$ cat config.mk
export PLATFORM = sky130hd
export DESIGN_NAME = umerge_unit
export DESIGN_NICKNAME = d
export VERILOG_FILES = /design/src/rtl/umerge_pkg.sv /design/src/rtl/umerge_decode.sv /design/src/rtl/umerge_lanes.sv /design/src/rtl/umerge_stage.sv /design/src/rtl/umerge_unit.sv
export SDC_FILE = /design/constraint.sdc
export NUM_CORES = 1
export LEC_CHECK = 0
export BUFFER_PORTS_ARGS = -buffer_cell sky130_fd_sc_hd__buf_2
export CAP_MARGIN = 10
export CORE_MARGIN = 3
export CORE_UTILIZATION = 51
export DETAILED_ROUTE_END_ITERATION = 7
export PLACE_DENSITY = 0.89
export SYNTH_ARGS = -nofsm -noshare
export SYNTH_HDL_FRONTEND = slang
export SYNTH_SLANG_ARGS = --single-unit
$ cat constraint.sdc
create_clock -name clk -period 2.4 [get_ports clk]
set_clock_uncertainty 0.1 [all_clocks]
set_input_delay 0.24 -clock clk [delete_from_list [all_inputs] [get_ports clk]]
set_output_delay 0.24 -clock clk [all_outputs]
set_load 0.05 [all_outputs]
$ cat src/rtl/umerge_pkg.sv
package umerge_pkg;

   // Operation kind: bit 1 = store, bit 0 = right variant
   typedef enum logic [1:0] {
      MRG_LOAD_L  = 2'b00,
      MRG_LOAD_R  = 2'b01,
      MRG_STORE_L = 2'b10,
      MRG_STORE_R = 2'b11
   } merge_op_e;

   localparam logic [5:0] OPC_LOAD_L  = 6'h22;
   localparam logic [5:0] OPC_LOAD_R  = 6'h26;
   localparam logic [5:0] OPC_STORE_L = 6'h2A;
   localparam logic [5:0] OPC_STORE_R = 6'h2E;

endpackage

$ cat src/rtl/umerge_decode.sv
module umerge_decode
   import umerge_pkg::*;
(
   input  logic [5:0] opcode,
   output logic       hit,
   output merge_op_e  op
);

   always_comb begin
      hit = 1'b1;
      op  = MRG_LOAD_L;
      unique case (opcode)
         OPC_LOAD_L:  op = MRG_LOAD_L;
         OPC_LOAD_R:  op = MRG_LOAD_R;
         OPC_STORE_L: op = MRG_STORE_L;
         OPC_STORE_R: op = MRG_STORE_R;
         default:     hit = 1'b0;
      endcase
   end

endmodule

$ cat src/rtl/umerge_lanes.sv
module umerge_lanes
   import umerge_pkg::*;
#(
   parameter int NBYTES = 4,
   parameter int BYTE_W = 8,
   localparam int IW = $clog2(NBYTES),
   localparam int DW = NBYTES * BYTE_W
) (
   input  merge_op_e         op,
   input  logic [IW-1:0]     offset,
   input  logic [DW-1:0]     reg_word,
   input  logic [DW-1:0]     mem_word,
   output logic [DW-1:0]     merged,
   output logic [NBYTES-1:0] byte_en
);

   logic [NBYTES-1:0][BYTE_W-1:0] reg_b;
   logic [NBYTES-1:0][BYTE_W-1:0] mem_b;
   logic [NBYTES-1:0][BYTE_W-1:0] out_b;

   assign reg_b  = reg_word;
   assign mem_b  = mem_word;
   assign merged = out_b;

   for (genvar i = 0; i < NBYTES; i++) begin : g_lane
      logic [BYTE_W-1:0] lane_d;
      logic              lane_en;

      always_comb begin
         int k;
         int span;
         k       = int'(offset);
         span    = NBYTES - 1 - k;
         lane_d  = reg_b[i];
         lane_en = 1'b0;
         unique case (op)
            MRG_LOAD_L: begin
               if (i >= span) lane_d = mem_b[IW'(i - span)];
            end
            MRG_LOAD_R: begin
               if (i <= span) lane_d = mem_b[IW'(i + k)];
            end
            MRG_STORE_L: begin
               lane_en = (i <= k);
               lane_d  = (i <= k) ? reg_b[IW'(i + span)] : mem_b[i];
            end
            MRG_STORE_R: begin
               lane_en = (i >= k);
               lane_d  = (i >= k) ? reg_b[IW'(i - k)] : mem_b[i];
            end
            default: lane_d = reg_b[i];
         endcase
      end

      assign out_b[i]   = lane_d;
      assign byte_en[i] = lane_en;
   end

endmodule

$ cat src/rtl/umerge_stage.sv
module umerge_stage #(
   parameter int PW = 8
) (
   input  logic          clk,
   input  logic          rst_n,
   input  logic          take,
   input  logic [PW-1:0] d,
   output logic          valid,
   output logic [PW-1:0] q
);

   always_ff @(posedge clk) begin
      if (!rst_n) begin
         valid <= 1'b0;
         q     <= '0;
      end else begin
         valid <= take;
         if (take) q <= d;
      end
   end

endmodule

$ cat src/rtl/umerge_unit.sv
module umerge_unit
   import umerge_pkg::*;
#(
   parameter int NBYTES = 4,
   parameter int BYTE_W = 8,
   localparam int IW = $clog2(NBYTES),
   localparam int DW = NBYTES * BYTE_W
) (
   input  logic              clk,
   input  logic              rst_n,
   input  logic              in_valid,
   input  logic [5:0]        in_opcode,
   input  logic [IW-1:0]     in_offset,
   input  logic [DW-1:0]     in_reg,
   input  logic [DW-1:0]     in_mem,
   output logic              out_valid,
   output logic              out_store,
   output logic [DW-1:0]     out_data,
   output logic [NBYTES-1:0] out_be
);

   localparam int PW = 1 + DW + NBYTES;

   if (NBYTES < 2 || (NBYTES & (NBYTES - 1)) != 0) begin : g_bad_nbytes
      $error("umerge_unit: NBYTES must be a power of two of at least 2");
   end
   if (BYTE_W < 1) begin : g_bad_bytew
      $error("umerge_unit: BYTE_W must be positive");
   end

   logic              hit;
   merge_op_e         op;
   logic [DW-1:0]     merged;
   logic [NBYTES-1:0] byte_en;
   logic [PW-1:0]     stage_q;

   umerge_decode u_dec (
      .opcode (in_opcode),
      .hit    (hit),
      .op     (op)
   );

   umerge_lanes #(.NBYTES(NBYTES), .BYTE_W(BYTE_W)) u_lanes (
      .op       (op),
      .offset   (in_offset),
      .reg_word (in_reg),
      .mem_word (in_mem),
      .merged   (merged),
      .byte_en  (byte_en)
   );

   umerge_stage #(.PW(PW)) u_stage (
      .clk   (clk),
      .rst_n (rst_n),
      .take  (in_valid && hit),
      .d     ({op[1], merged, byte_en}),
      .valid (out_valid),
      .q     (stage_q)
   );

   assign out_store = stage_q[PW-1];
   assign out_data  = stage_q[NBYTES +: DW];
   assign out_be    = stage_q[NBYTES-1:0];

endmodule

==> reports/metrics.csv, run 1 <==
stage;metric;value;unit
power;Comb power frac;0.469;
synthesis;synthesized netlist net count;690;
place;HPWL after detailed placement;14200;microns
synthesis;Seq/Total Area, Yosys;0.144;
worst_setup_path;worst reg-to-reg path cell count;3;
sta;fmax;485;MHz
global_routing;largest net degree at the start of global routing;60;
synthesis;ys flop type;dfxtp_1;
synthesis;synthesized cell area;5270;sq um
sta;period utilization;0.860;
synthesis;Avg Cell Area, Syn;8.65;sq um
power;cell area power density;361;nW/um^2
global_routing;first-pass GRT wire length;32600;microns
sta;RSZ-0062 raised after global routing;false;
sta;min Tclk post-route;2.06;ns
worst_setup_path;Worst Setup Path Type;primary input to register;
synthesis;distinct cell type count after synthesis;56;
detailed_routing;Post-Route WL;21000;microns
power;peak supply drop;0.229;mV
floorplanning;DIE AREA;11600;sq um
detailed_routing;# DRC;3;
detailed_routing;Routed Antenna Nets;0;
power;Leakage;0.00256;uW
clock_tree;CTS tree;yes;
power;P_sw;902;uW
worst_setup_path;Arr. time, crit path;2.23;ns
layout;cell area after layout;6180;sq um
power;total power;2230;uW
clock_tree;H-tree Lvls;2;
clock_tree;postcts setup bufs;0;
sta;Max-slew headroom;0.408;
clock_tree;# hold bufs at CTS;0;
floorplanning;CORE AREA;9910;sq um
sta;final setup fails;0;
layout;# diodes;0;
clock_tree;Gates resized, CTS repair;0;
min_path;WHS Path Cells;2;
min_path;Hold WC Path Type;primary input to register;
layout;P&R area growth vs syn;17.2;%
worst_setup_path;Crit Path Max Fanout;59;
power;Switching Fraction;0.404;
synthesis;FF+latch count, synth;38;
clock_tree;worst skew pair latency;0.32;ns
floorplanning;die height;108;microns
clock_tree;clock sink count;38;
floorplanning;die outline width;108;microns
synthesis;number of flops mapped to enable cells by yosys;0;
place;area post-placement;6080;sq um
power;Pint;1330;uW
detailed_routing;vias;6418;
clock_tree;TritonCTS buffer count;5;
sta;final hold vios;0;
global_routing;initial antenna violation count;0;
synthesis;warning count from the yosys run;0;
floorplanning;Ports;113;
detailed_routing;Routed WL per cell;24.9;microns
power;Reg power frac;0.292;
clock_tree;Clock Pin Slew Worst Setup and Hold Paths;0.10;ns
worst_setup_path;Startpoint Class;primary input;
layout;fraction of layout cells with a size suffix above 1;0.326;
sta;Worst Tran Pin Value;0.882;ns
run_status;failing checks;design-rule violations;
place;placed insts;836;
floorplanning;initial core utilization;0.532;
layout;non-filler cells, final;844;
power;Clock power frac;0.238;
layout;fin nets;791;
worst_setup_path;crit path capture type;register;
sta;setup TNS;0;ns
place;Final Wtd Congestion;0.966;
run;number of max-cap violations;0;
floorplanning;row count;36;
worst_setup_path;WP data required;2.56;ns
clock_tree;Max clock buf depth;2;
place;Port-buffer cells;112;
detailed_routing;drt first pass iters;8;
global_routing;global route overflow;0;
sta;Final Max Slew Viols;0;
run_status;status;finished with violations;
synthesis;Syn Inst Count;609;
global_routing;Tot GR Track Use;0.355;
synthesis;ys async rst share;0;
global_routing;vias in the first global route;6059;
detailed_routing;vias per cell;7.60;
clock_tree;root buffer cell;clkbuf_8;
detailed_routing;1st-iter DRT viols;998;
## power groups by stage
stage / Clock [uW] / Sequential, uW / Combinational (uW)
final: 532 / 652 / 1050
after global routing: 537 / 653 / 1110
after CTS: 526 / 651 / 1010
after detailed placement: 0 / 666 / 1010
after global placement: 0 / 665 / 985
after floorplan: 0 / 707 / 639
## critical path: stages
cell,delay (ns)
buf_2,0.12
buf_12,0.30
ha_1,0.46
nand2_1,0.45
o221ai_1,0.30
a21oi_1,0.17
a21oi_1,0.16
## registers in the layout, summed over array words and instances (netlist names)
signal	cells
u_stage.q	37
u_stage.valid	1
## placed cells by master, fill, tap and decap left out, types with 14 or more instances in the layout
cell type and count:
a21oi_1 44, a221oi_1 14, inv_1 14, nand2_1 37
o21ai_0 37, dfxtp_1 38, mux2_2 14, buf_4 45
a211oi_1 25, nor2_1 50, o221ai_1 41, buf_2 111
mux2i_1 48, mux4_2 37
## cell families (layout without fill, tap and decap cells)
| family | count (synthesis) | after routing | share of synthesized area |
|---|---|---|---|
| AO/OA/AOI/OAI | 234 | 234 | 0.317 |
| adder cells (fa/ha/maj) | 6 | 6 | 0.0142 |
| buffers and inverters | 84 | 186 | 0.0836 |
| flip-flops | 38 | 38 | 0.144 |
| multiplexers | 106 | 106 | 0.314 |
| AND/OR/NAND/NOR | 141 | 141 | 0.126 |
## metrics by stage
step                      hold slack [ns]  utilization  worst slack, ns
after global routing                0.139        0.623            0.205
after detailed placement            0.365        0.614           0.0919
after floorplan                     0.286            -           0.0482
after CTS                           0.110        0.623            0.429
after global placement              0.349        0.614            0.108
final                               0.111        0.623            0.336
## synth_stat cells, types with 14 or more instances
| cell | instances | area [sq um] |
|---|---|---|
| a211oi_1 | 25 | 188 |
| a21oi_1 | 44 | 220 |
| a221oi_1 | 14 | 123 |
| buf_2 | 21 | 105 |
| clkbuf_1 | 29 | 109 |
| dfxtp_1 | 38 | 761 |
| inv_1 | 14 | 52.6 |
| mux2_2 | 14 | 158 |
| mux2i_1 | 48 | 480 |
| mux4_2 | 37 | 833 |
| nand2_1 | 37 | 139 |
| nor2_1 | 50 | 188 |
| o21ai_0 | 37 | 185 |
| o221ai_1 | 41 | 359 |
## layer usage
layer / global-route usage / up-vias / wire length [microns]
met5: 0 / - / 0
li1: - / 2670 / -
met3: 0.0894 / 119 / 3160
met1: 0.478 / 3001 / 7700
met4: 0.142 / 0 / 1000
met2: 0.544 / 628 / 9140
## path summary, 6_finish.rpt
kind / start / end / slack (ns)
setup / recovery: in_offset[1] / u_stage.q[8]$_SDFFE_PN0P_ / 0.34
setup reg to reg: u_stage.q[28]$_SDFFE_PN0P_ / u_stage.q[28]$_SDFFE_PN0P_ / 1.29
hold / removal: in_valid / u_stage.valid$_SDFF_PN0_ / 0.11
hold reg to reg: u_stage.q[3]$_SDFFE_PN0P_ / u_stage.q[3]$_SDFFE_PN0P_ / 0.37
## layout make-up
| cell class | instances | area, sq um |
|---|---|---|
| Clock buffer | 7 | 86.3 |
| Clock inverter | 1 | 5.00 |
| Fill cell | 857 | 3730 |
| Inverter | 16 | 62.6 |
| Multi-Input combinational cell | 487 | 4080 |
| Sequential cell | 38 | 761 |
| Tap cell | 133 | 166 |
| Timing Repair Buffer | 162 | 1010 |
Note: power is estimated with default switching activity, not from simulation.
==> run 2: changes to the inputs <==
ABC_AREA = 1   (was not set)
CORE_UTILIZATION = 48   (was 51)
PLACE_DENSITY = 0.86   (was 0.89)
==> run 2 against run 1 <==
The run now ends clean; fmax rose by 21%; combinational power fell by 17%; final area fell by 6.4%; synthesized cell count rose by 61%.
==> reports/metrics.csv, run 2 <==
stage;metric;value;unit
power;Switching Fraction;0.435;
power;cell area power density;352;nW/um^2
floorplanning;Ports;113;
synthesis;ys flop type;dfxtp_1;
run_status;status;complete, no violations;
power;P_sw;884;uW
worst_setup_path;Buf/Inv on CP;4;
clock_tree;Max clock buf depth;2;
min_path;WHS Path Cells;4;
power;Clock power frac;0.251;
clock_tree;Clock Pin Slew Worst Setup and Hold Paths;0.09;ns
synthesis;FF+latch count, synth;38;
layout;Biggest register;u_stage.q;
sta;min Tclk post-route;1.70;ns
clock_tree;postcts setup bufs;0;
run;number of max-cap violations;0;
detailed_routing;Routed Antenna Nets;0;
detailed_routing;drt first pass iters;6;
power;Leakage;0.00314;uW
synthesis;Seq/Total Area, Yosys;0.152;
synthesis;number of flops mapped to enable cells by yosys;0;
global_routing;global route overflow;0;
synthesis;synthesized cell area;5010;sq um
global_routing;Tot GR Track Use;0.336;
clock_tree;TritonCTS buffer count;5;
floorplanning;row count;36;
worst_setup_path;CP Cell Sequence;buf_2, buf_4, ha_1, inv_1, buf_4, nand2_1, nand2_1, nand3_1, nor2_1, nor2_1;
detailed_routing;Routed WL per cell;16.5;microns
layout;fin nets;1147;
synthesis;top cell type's share of synthesized area;0.293;
power;total power;2030;uW
global_routing;GR Layer Usage met1;0.421;
synthesis;Post-synth top cells;392 x nand2_1, 146 x nand3_1, 116 x nor2_1, 68 x a21oi_1;
clock_tree;CTS tree;yes;
layout;commonest non-fill, non-tap cells in the layout;392 x nand2_1, 146 x nand3_1, 116 x nor2_1, 112 x buf_2, 68 x a21oi_1;
global_routing;largest net degree at the start of global routing;41;
sta;period utilization;0.708;
floorplanning;die outline width;108;microns
clock_tree;clock sink count;38;
sta;PnR worst setup slack;0.701;ns
synthesis;ys async rst share;0;
global_routing;first-pass GRT wire length;31400;microns
worst_setup_path;worst reg2reg startpoint;u_stage.q[15]$_SDFFE_PN0P_;
worst_setup_path;Critical-path top delay cell;inv_1;
detailed_routing;vias;7129;
layout;fraction of layout cells with a size suffix above 1;0.159;
synthesis;distinct cell type count after synthesis;28;
floorplanning;die height;108;microns
synthesis;Syn Inst Count;980;
layout;max reg flops;37;
global_routing;met2 global-route usage;0.528;
floorplanning;DIE AREA;11700;sq um
place;Final Wtd Congestion;0.993;
synthesis;warning count from the yosys run;0;
worst_setup_path;worst reg-to-reg path cell count;2;
worst_setup_path;Worst Setup Path Type;primary input to register;
detailed_routing;1st-iter DRT viols;1062;
layout;most common cell after layout, fill and taps aside;nand2_1;
sta;WHS;0.198;ns
synthesis;post-synth top area cell;nand2_1;
worst_setup_path;Crit Path Max Fanout;16;
detailed_routing;vias per cell;5.94;
detailed_routing;Post-Route WL;19800;microns
worst_setup_path;CP delay by family, top;buffers and inverters;
power;peak supply drop;0.253;mV
place;Port-buffer cells;112;
worst_setup_path;crit path capture type;register;
global_routing;met3 Track Usage GR;0.0764;
power;Comb power frac;0.430;
place;pre-CTS setup slack;0.443;ns
global_routing;grt peak-use layer;met2;
sta;Max-slew headroom;0.649;
clock_tree;worst skew pair latency;0.30;ns
place;HPWL after detailed placement;13800;microns
synthesis;top cells by area, synth;nand2_1 29%, dfxtp_1 15%, nand3_1 15%;
sta;Final Max Slew Viols;0;
worst_setup_path;Arr. time, crit path;1.80;ns
clock_tree;H-tree Lvls;2;
sta;Worst Tran Pin Value;0.526;ns
power;Reg power frac;0.319;
min_path;Hold WC Path Type;primary input to register;
sta;final hold vios;0;
min_path;HP Start;in_opcode[4];
worst_setup_path;WP data required;2.50;ns
floorplanning;CORE AREA;9950;sq um
synthesis;synthesized netlist net count;1061;
clock_tree;root buffer cell;clkbuf_8;
global_routing;vias in the first global route;6660;
min_path;Hold Path End;u_stage.q[0]$_SDFFE_PN0P_;
layout;Regs by FF count;u_stage.q (37), u_stage.valid (1);
worst_setup_path;r2r endpoint;u_stage.q[15]$_SDFFE_PN0P_;
clock_tree;Gates resized, CTS repair;0;
global_routing;initial antenna violation count;0;
clock_tree;# hold bufs at CTS;0;
sta;setup TNS;0;ns
sta;RSZ-0062 raised after global routing;false;
sta;final setup fails;0;
worst_setup_path;Largest stage delay, worst path;0.34;ns
layout;P&R area growth vs syn;15.2;%
synthesis;Avg Cell Area, Syn;5.12;sq um
synthesis;most numerous cell in the Yosys netlist;nand2_1;
sta;fmax;589;MHz
worst_setup_path;Startpoint Class;primary input;
worst_setup_path;reg-to-reg slack, setup;1.57;ns
detailed_routing;# DRC;0;
floorplanning;initial core utilization;0.504;
power;Pint;1150;uW
-- run 2: changes by cell type in the layout (fill, tap and decap cells not counted), moves of 37 or more --
cell | before | now
nor2_1 | 50 | 116
nand3_1 | 5 | 146
nand2_1 | 37 | 392
o221ai_1 | 41 | 2
mux2i_1 | 48 | 7
mux4_2 | 37 | 0
-- run 2: through the flow --
step / utilization / area (sq um) / instances
after floorplan: - / 5010 / 980
after global placement: 0.571 / 5680 / 1192
after detailed placement: 0.571 / 5680 / 1192
after CTS: 0.580 / 5780 / 1200
after global routing: 0.580 / 5780 / 1200
final: 0.581 / 5780 / 1201
-- run 2: cell families after synthesis --
| family | after synthesis | synth area share |
|---|---|---|
| adders and majority gates | 6 | 0.0150 |
| and+or+nand+nor | 665 | 0.556 |
| buffers and inverters | 116 | 0.106 |
| AOI/OAI and AO/OA | 148 | 0.157 |
| muxes | 7 | 0.0140 |
| DFF | 38 | 0.152 |
-- run 2: power groups by stage --
stage	clock, uW	combinational (uW)	sequential [uW]
2_1_floorplan	0	530	701
3_3_place_gp	0	835	663
3_5_place_dp	0	842	663
4_1_cts	503	846	648
5_1_grt	539	956	650
6_report	510	874	649
-- run 2: tightest hold or removal path: cells and delay by family --
family,cells,cell delay (ns)
simple gates,1,0.06
buf+inv,1,0.12
compound gates,2,0.14
-- run 2: layer usage --
| layer | part of all wire | up-vias |
|---|---|---|
| met2 | 0.42 | 609 |
| met1 | 0.37 | 3031 |
| met3 | 0.15 | 134 |
| met4 | 0.058 | 0 |
| li1 | - | 3355 |
| met5 | 0 | - |
-- run 2: final cells by class --
type	count	area (sq um)
inverter	51	194
fill	1048	4180
clock inverter	2	12.5
antenna	1	2.50
sequential	38	761
tap	133	166
clock buffer	6	82.6
timing repair buffer	144	838
multi-input combinational	826	3720
-- run 2: worst max-delay path by stage --
| stage | startpoint | endpoint | slack [ns] | cells past startpoint |
|---|---|---|---|---|
| 2_1_floorplan | in_offset[1] | u_stage.q[8]$_SDFFE_PN0P_ | 0.35 | 14 |
| 3_3_place_gp | in_offset[0] | u_stage.q[25]$_SDFFE_PN0P_ | 0.44 | 10 |
| 3_5_place_dp | in_offset[0] | u_stage.q[25]$_SDFFE_PN0P_ | 0.44 | 10 |
| 4_1_cts | in_offset[0] | u_stage.q[25]$_SDFFE_PN0P_ | 0.76 | 10 |
| 5_1_grt | in_offset[0] | u_stage.q[18]$_SDFFE_PN0P_ | 0.63 | 10 |
| 6_report | in_offset[0] | u_stage.q[25]$_SDFFE_PN0P_ | 0.70 | 10 |
